File: src/rtl/pad_pkg.sv
package pad_pkg;

  // Strobes from the configuration control to the flag datapath.
  typedef struct packed {
    logic shift;   // advance the flag chain this cycle
    logic bitIn;   // flag bit entering line 0
  } chainStrobe_t;

endpackage

File: src/rtl/pad_cfg_ctrl.sv
module pad_cfg_ctrl
  import pad_pkg::*;
(
  input  logic         shift_en,
  input  logic         serial_in,
  output chainStrobe_t strobe
);

  // The serial bit only matters while shifting; hold it at zero otherwise
  // so the datapath sees a clean strobe bundle.
  always_comb begin
    strobe.shift = shift_en;
    strobe.bitIn = shift_en & serial_in;
  end

endmodule

File: src/rtl/pad_flag_chain.sv
module pad_flag_chain
  import pad_pkg::*;
#(
  parameter int LINES = 16
) (
  input  logic             clk,
  input  logic             rst_n,
  input  chainStrobe_t     strobe,
  output logic [LINES-1:0] fltFlags
);

  // Serial chain: new bit enters line 0, older bits move toward line LINES-1.
  always_ff @(posedge clk) begin
    if (!rst_n) begin
      fltFlags <= '0;
    end else if (strobe.shift) begin
      fltFlags <= {fltFlags[LINES-2:0], strobe.bitIn};
    end
  end

endmodule

File: src/rtl/pad_remap_tree.sv
module pad_remap_tree #(
  parameter int IDX_W       = 4,
  parameter bit REVERSE_IDX = 1'b1,
  localparam int LINES      = 1 << IDX_W
) (
  input  logic [IDX_W-1:0] setIdx,
  input  logic [LINES-1:0] fltFlags,
  output logic [LINES-1:0] wordLine,
  output logic [IDX_W-1:0] effLine,
  output logic             allFaulty
);

  // decAddr[l] is the address bit consumed at tree level l (level 0 = leaf pairs).
  logic [IDX_W-1:0] decAddr;

  generate
    if (REVERSE_IDX) begin : g_rev
      for (genvar b = 0; b < IDX_W; b++) begin : g_bit
        assign decAddr[b] = setIdx[IDX_W-1-b];
      end
    end else begin : g_fwd
      assign decAddr = setIdx;
    end
  endgenerate

  // grpFlt[l][n]: every line of the 2^l-line subtree n is faulty.
  logic [LINES-1:0] grpFlt [IDX_W+1];

  always_comb begin
    for (int l = 0; l <= IDX_W; l++) begin
      grpFlt[l] = '0;
    end
    grpFlt[0] = fltFlags;
    for (int l = 0; l < IDX_W; l++) begin
      for (int n = 0; n < LINES / 2; n++) begin
        if (n < (LINES >> (l + 1))) begin
          grpFlt[l+1][n] = grpFlt[l][2*n] & grpFlt[l][2*n+1];
        end
      end
    end
  end

  assign allFaulty = grpFlt[IDX_W][0];

  // selOk[l][k]: the level-l select term on the path of line k is true.
  // Even node: (!own & !a) | sibling ; odd node: (!own & a) | sibling.
  logic [LINES-1:0] selOk [IDX_W];
  logic [LINES-1:0] lineEn;

  always_comb begin
    for (int l = 0; l < IDX_W; l++) begin
      for (int k = 0; k < LINES; k++) begin
        int  node;
        logic ownF, sibF, side;
        node = k >> l;
        ownF = grpFlt[l][node];
        sibF = grpFlt[l][node ^ 1];
        side = node[0];
        selOk[l][k] = (!ownF && (decAddr[l] == side)) || sibF;
      end
    end
  end

  always_comb begin
    lineEn = '1;
    for (int l = 0; l < IDX_W; l++) begin
      lineEn = lineEn & selOk[l];
    end
  end

  assign wordLine = allFaulty ? '0 : lineEn;

  // Binary encoding of the (one-hot) selected line.
  always_comb begin
    effLine = '0;
    for (int k = 0; k < LINES; k++) begin
      if (wordLine[k]) begin
        effLine = effLine | IDX_W'(k);
      end
    end
  end

endmodule

File: src/rtl/pad_remap_decoder.sv
module pad_remap_decoder
  import pad_pkg::*;
#(
  parameter int IDX_W       = 4,
  parameter bit REVERSE_IDX = 1'b1,
  localparam int LINES      = 1 << IDX_W
) (
  input  logic             clk,
  input  logic             rst_n,
  input  logic             shift_en,
  input  logic             serial_in,
  input  logic [IDX_W-1:0] set_idx,
  output logic [LINES-1:0] word_line,
  output logic [IDX_W-1:0] eff_line,
  output logic             all_faulty
);

  chainStrobe_t     strobe;
  logic [LINES-1:0] fltFlags;

  pad_cfg_ctrl u_ctrl (
    .shift_en  (shift_en),
    .serial_in (serial_in),
    .strobe    (strobe)
  );

  pad_flag_chain #(.LINES(LINES)) u_chain (
    .clk      (clk),
    .rst_n    (rst_n),
    .strobe   (strobe),
    .fltFlags (fltFlags)
  );

  pad_remap_tree #(.IDX_W(IDX_W), .REVERSE_IDX(REVERSE_IDX)) u_tree (
    .setIdx    (set_idx),
    .fltFlags  (fltFlags),
    .wordLine  (word_line),
    .effLine   (eff_line),
    .allFaulty (all_faulty)
  );

endmodule

File: config.mk
export PLATFORM = sky130hd
export DESIGN_NAME = pad_remap_decoder
export DESIGN_NICKNAME = d
export VERILOG_FILES = /design/src/rtl/pad_pkg.sv /design/src/rtl/pad_cfg_ctrl.sv /design/src/rtl/pad_flag_chain.sv /design/src/rtl/pad_remap_tree.sv /design/src/rtl/pad_remap_decoder.sv
export SDC_FILE = /design/constraint.sdc
export NUM_CORES = 1
export LEC_CHECK = 0
export BUFFER_PORTS_ARGS = -buffer_cell sky130_fd_sc_hd__buf_2
export CORE_UTILIZATION = 52
export DETAILED_ROUTE_END_ITERATION = 10
export PLACE_DENSITY = 0.78
export REMOVE_ABC_BUFFERS = 1
export SLEW_MARGIN = 20
export SYNTH_ARGS = -nofsm -noshare
export SYNTH_HDL_FRONTEND = slang
export SYNTH_HIERARCHICAL = 1
export SYNTH_SLANG_ARGS = --single-unit
File: constraint.sdc
create_clock -name clk -period 2.42 [get_ports clk]
set_input_delay 0.484 -clock clk [delete_from_list [all_inputs] [get_ports clk]]
set_output_delay 0.484 -clock clk [all_outputs]
set_load 0.02 [all_outputs]
# [Word level (Yosys, flattened, before mapping)]
# Cells that the tools add are included.
[word_totals] reg_bits=16 out_inout_bits=21 wordCells=130
[classes] n_mux=16 bitwise_logic=23 reduce_logical=90
[op_table] operator="16-bit AND" n=3
[op_table] operator="4-bit 2-to-1 mux" n=8
[op_table] operator="1-bit logical AND" n=30
[op_table] operator="1-bit logical NOT" n=30
[op_table] operator="1-bit logical OR" n=30
[op_table] operator="1-bit AND" n=16
[op_table] operator="16-bit 2-to-1 mux" n=1
[op_table] operator="3-bit 2-to-1 mux" n=4
[op_table] operator="2-bit 2-to-1 mux" n=2
[op_table] operator="1-bit NOT" n=4
[op_table] operator="1-bit 2-to-1 mux" n=1

# [Logic depth before layout (Yosys ltp)]
[depth] depth_word=23 depth_mapped=6 depth_no_buf=5

# [Hierarchy]
# The synthesis kept the hierarchy.
[by_module_without_submodules] mod="pad_flag_chain" instances=1 cells_each=51 area_each_um2=615.6 seq_area_each_um2=320.3
[by_module_without_submodules] mod="pad_remap_tree" instances=1 cells_each=91 area_each_um2=551.8 seq_area_each_um2=0.0
[by_module_without_submodules] mod="pad_cfg_ctrl" instances=1 cells_each=2 area_each_um2=13.8 seq_area_each_um2=0.0

# [Worst setup path before layout]
# No wires, ideal clock.
[synth_path] path_kind="register to output" startpoint="register u_chain.fltFlags[10]" endpoint="output word_line[0]" arrival_time_ps=2081 required_ps=1936 path_slack_ps=-145 stages_incl_launch_ff=5 path_buffers=0 path_cell_list="dfxtp_1 > nand4_2 > o21ai_0 > nand2_1 > a2111oi_0"
[synth_via] elab_chain_len=6 elab_cells_between_ends=7 classes_between="1 x mux; 5 x bitwise; 1 x reduce/logical"
[synth_lines] item="from (decl)" line_no="pad_flag_chain.sv:9" text="output logic [LINES-1:0] fltFlags"
[synth_lines] item="from (signal assigned)" line_no="pad_flag_chain.sv:17" text="fltFlags <= {fltFlags[LINES-2:0], strobe.bitIn};"
[synth_lines] item="1-bit AND (*) (3 in a row)" line_no="pad_remap_tree.sv:37" text="grpFlt[l+1][n] = grpFlt[l][2*n] & grpFlt[l][2*n+1];"
[synth_lines] item="1-bit logical OR" line_no="pad_remap_tree.sv:59" text="selOk[l][k] = (!ownF && (decAddr[l] == side)) || sibF;"
[synth_lines] item="16-bit AND" line_no="pad_remap_tree.sv:67" text="lineEn = lineEn & selOk[l];"
[synth_lines] item="16-bit 2-to-1 mux (*)" line_no="pad_remap_tree.sv:71" text="assign wordLine = allFaulty ? '0 : lineEn;"
[synth_lines] item="to (decl)" line_no="pad_remap_decoder.sv:13" text="output logic [LINES-1:0] word_line,"
# Mark *: on every way between the ends. The rest lies on a longest branch, timed or not.

# [Worst setup path in the final report]
[layout_path] startpoint="register u_chain.fltFlags[8]" endpoint="output eff_line[0]"
[layout_via] elab_chain_len=21 elab_cells_between_ends=36 classes_between="16 x mux; 7 x bitwise; 13 x reduce/logical"
[layout_lines] item="1-bit AND (3 in a row)" line_no="pad_remap_tree.sv:37"
[layout_lines] item="1-bit logical OR" line_no="pad_remap_tree.sv:59"
[layout_lines] item="16-bit AND" line_no="pad_remap_tree.sv:67"
[layout_lines] item="16-bit 2-to-1 mux (*)" line_no="pad_remap_tree.sv:71"
[layout_lines] item="1-bit 2-to-1 mux" line_no="pad_remap_tree.sv:77" text="if (wordLine[k]) begin"
[layout_lines] item="2-bit 2-to-1 mux (2 in a row)" line_no="pad_remap_tree.sv:77"
[layout_lines] item="3-bit 2-to-1 mux (4 in a row)" line_no="pad_remap_tree.sv:77"
[layout_lines] item="4-bit 2-to-1 mux (7 in a row)" line_no="pad_remap_tree.sv:77"
[layout_lines] item="4-bit 2-to-1 mux (*)" line_no="pad_remap_tree.sv:77"
[layout_lines] item="to (decl)" line_no="pad_remap_decoder.sv:14" text="output logic [IDX_W-1:0] eff_line,"
# Marked as above.

==> results.cfg <==
[synth]
netlist.area_leader.share_pct = 27.1
synth-xor-area-share_pct = 0
muxShareOfSynthArea_pct = 13.6
seq_area_frac_synth_pct = 27.1
synth_edf_count = 0
ys.flop_type = dfxtp_1
avgSynthCellArea_um2 = 8.20
synth_compound_area_share_pct = 22.7
synth-seq-cells = 16
synth_top_area_cell = dfxtp_1
synth_cells = 144
synth.distinct_cells = 41
synthSimpleGateAreaFrac_pct = 30.2
synth_area_um2 = 1180
synthAdderAreaFrac_pct = 0
async_reset_ff_share_pct = 0
ys_warn_count = 6
netlist_top_cells_area = dfxtp_1 (27%), mux2i_1 (14%), nor2b_1 (9.0%), nor2_1 (4.4%), a21oi_1 (3.0%)
synth_top_family_by_area = simple AND/OR/NAND/NOR gates

[floorplanning]
floorplan.die.width_um = 49.7
core_area_um2 = 2040
start_util_pct = 57.8
dieArea_um2 = 2470
core.rowCount = 16
die_y_um = 49.7
io_pins = 29

[pwr]
p_sw_mw = 0.181
p_sw_share_pct = 30.1
powerDensity_nw_per_um2 = 342
peakVddDrop_mv = 0.464
combinationalPowerShare_pct = 27.1
clkPwrFrac_pct = 30.1
seq_power_share_pct = 42.8
p_int_mw = 0.420
p_leak_nw = 0.802

[route]
vias_per_cell = 6.29
first_pass_iters = 4
via_count = 1408
routed_wirelength_um = 4060
wl_per_cell_um = 18.1
post-route-drc-count = 0
antenna_left = 0
first_iter_violations = 42

[outcome]
failed_checks = negative setup slack
status = finished with violations

[cts]
cts_buffers = 3
clock_path_buffers = 2
ctsRootBufferMaster = clkbuf_4
clk_pin_slew_worst_paths_ns = 0.10
ctsHtreeMaxLevel = 1
cts_tree = built
cts_sinks = 16
clk_latency_ns = 0.28

[finish]
regMostFlops = u_chain/fltFlags
final_nets = 206
nFillCells = 117
drive_gt1_share_pct = 48.7
syn2layout_area_growth_pct = 48.7
top_regs = u_chain/fltFlags: 16 flops
layout.area.seq_um2 = 360
multi_input_area_um2 = 910
n_antenna_cell = 0
final_area_um2 = 1760
largest_register_ffs = 16

[timing]
final_hold_viol_count = 0
worstMarginPinSlew_ns = 0.529
skew_ns = 0.00114
fin_setup_tns_ns = -0.288
min_period_over_period_pct = 104
setup_viol = 3
final_max_slew_viol_count = 0
relSlewSlack_pct = 64.8
fin_ws_ns = -0.100
rsz0062_at_grt = yes
fmax_mhz = 397
final.min_clock_period_ns = 2.52

[min_path]
hold_path_class = in2reg

[grt]
grt_pass1_vias = 1216
grt_max_degree = 18
overflow = 0
antenna_found_initial = 0
grt_usage_pct = 29.6
grt_first_pass_wirelength_um = 5630

[critical_path]
worstSetupEndpointType = output pin
critical_path_required_ns = 1.94
startpoint_type = flip-flop
cp_max_fo = 4
path_class = reg2out
regToRegSetupSlack_ns = 1.55
arrival_ns = 2.04

[place]
io_buffers = 28
placed_cell_area_um2 = 1390
place.gp.congestion = 0.881
place_ws_ns = 0.0307
hpwlAfterDp_um = 2300

[flow_run]
drv_cap = 0
## synth_stat cells (2+ instances only)
cell / count
or4_1: 3
o21bai_1: 3
nand2_1: 9
and2_1: 2
clkbuf_1: 3
mux2i_1: 16
and2b_1: 2
o2111ai_1: 2
and4b_1: 2
o21a_1: 4
inv_1: 7
nand4_1: 3
a21o_1: 2
a2111oi_2: 2
o2111a_1: 2
a21oi_1: 7
nor2_1: 14
o21ai_0: 6
nor2b_1: 17
nor3_1: 2
dfxtp_1: 16
## metrics by stage
stage / hold slack, ns / std cells / utilization, % / power [mW]
6_report: 0.553 / 224 / 86.0 / 0.601
5_1_grt: 0.555 / 224 / 86.0 / 0.624
4_1_cts: 0.549 / 216 / 80.3 / 0.595
3_5_place_dp: 0.570 / 203 / 68.2 / 0.392
3_3_place_gp: 0.562 / 203 / 68.2 / 0.388
2_1_floorplan: 0.534 / 138 / - / 0.342
## repair_timing
| item | CTS | global route |
|---|---|---|
| pin swaps | 11 | 8 |
| endpoints found under the setup margin | 5 | 7 |
| gates resized for setup | 38 | 19 |
| buffers inserted | 9 | 8 |
| hold buffers | 0 | 0 |
## area by class of cell
cell class / instances / area share (%)
repair buffers: 55 / 22.2
clock buffers: 4 / 2.07
multi-input cells: 115 / 51.8
flip-flops and latches: 16 / 20.5
inverters: 7 / 1.50
well taps: 27 / 1.92
## layer usage
| metal | vias up | GRT usage (%) | wire length (um) |
|---|---|---|---|
| met5 | - | 0 | 0 |
| met4 | 0 | 8.10 | 200 |
| met3 | 22 | 3.70 | 254 |
| met2 | 102 | 54.1 | 1940 |
| met1 | 650 | 35.8 | 1660 |
| li1 | 634 | - | - |
## cells by family (layout without fill, tap and decap cells)
logic type / after synthesis / count (layout)
buffers and inverters: 13 / 66
DFF: 16 / 16
muxes: 16 / 16
AOI/OAI and AO/OA: 36 / 36
and+or+nand+nor: 63 / 63
## placed cells by master (no fill, tap or decap), types with 2 or more instances in the layout
master and instances:
o21ai_0 3, a21oi_1 5, a21o_1 2, o21ai_2 2
clkbuf_4 3, and2_1 2, o21a_1 4, a2111oi_2 2
and4b_1 2, nor3_1 2, nand4_1 3, o2111a_1 2
or4_4 2, buf_6 4, nor2b_1 17, inv_1 7
dfxtp_2 5, buf_4 24, a21oi_2 2, mux2i_1 16
nand2_1 8, dfxtp_4 9, dfxtp_1 2, buf_12 2
nor2_1 14, buf_2 25
## worst max-delay path: stages, from the launching register on
cell	delay, ns
dfxtp_4	0.38
and2_4	0.16
and3_4	0.20
o2111ai_4	0.21
o211ai_1	0.15
or4_4	0.50
buf_6	0.15
## power groups by stage
stage | Sequential (mW) | Clock [mW] | Combinational, mW
final | 0.257 | 0.181 | 0.162
after floorplan | 0.272 | 0 | 0.0702
after global routing | 0.257 | 0.198 | 0.169
after detailed placement | 0.273 | 0 | 0.119
after CTS | 0.265 | 0.182 | 0.148
after global placement | 0.273 | 0 | 0.116
## path summary, 6_finish.rpt
kind / end / from / depth (start not counted)
max reg2reg: u_chain/fltFlags[13] / u_chain/fltFlags[12] / 3
min: u_chain/fltFlags[0] / serial_in / 4
max: eff_line[0] / u_chain/fltFlags[8] / 6
min reg2reg: u_chain/fltFlags[15] / u_chain/fltFlags[15] / 2
(Power assumes the default switching activity.)
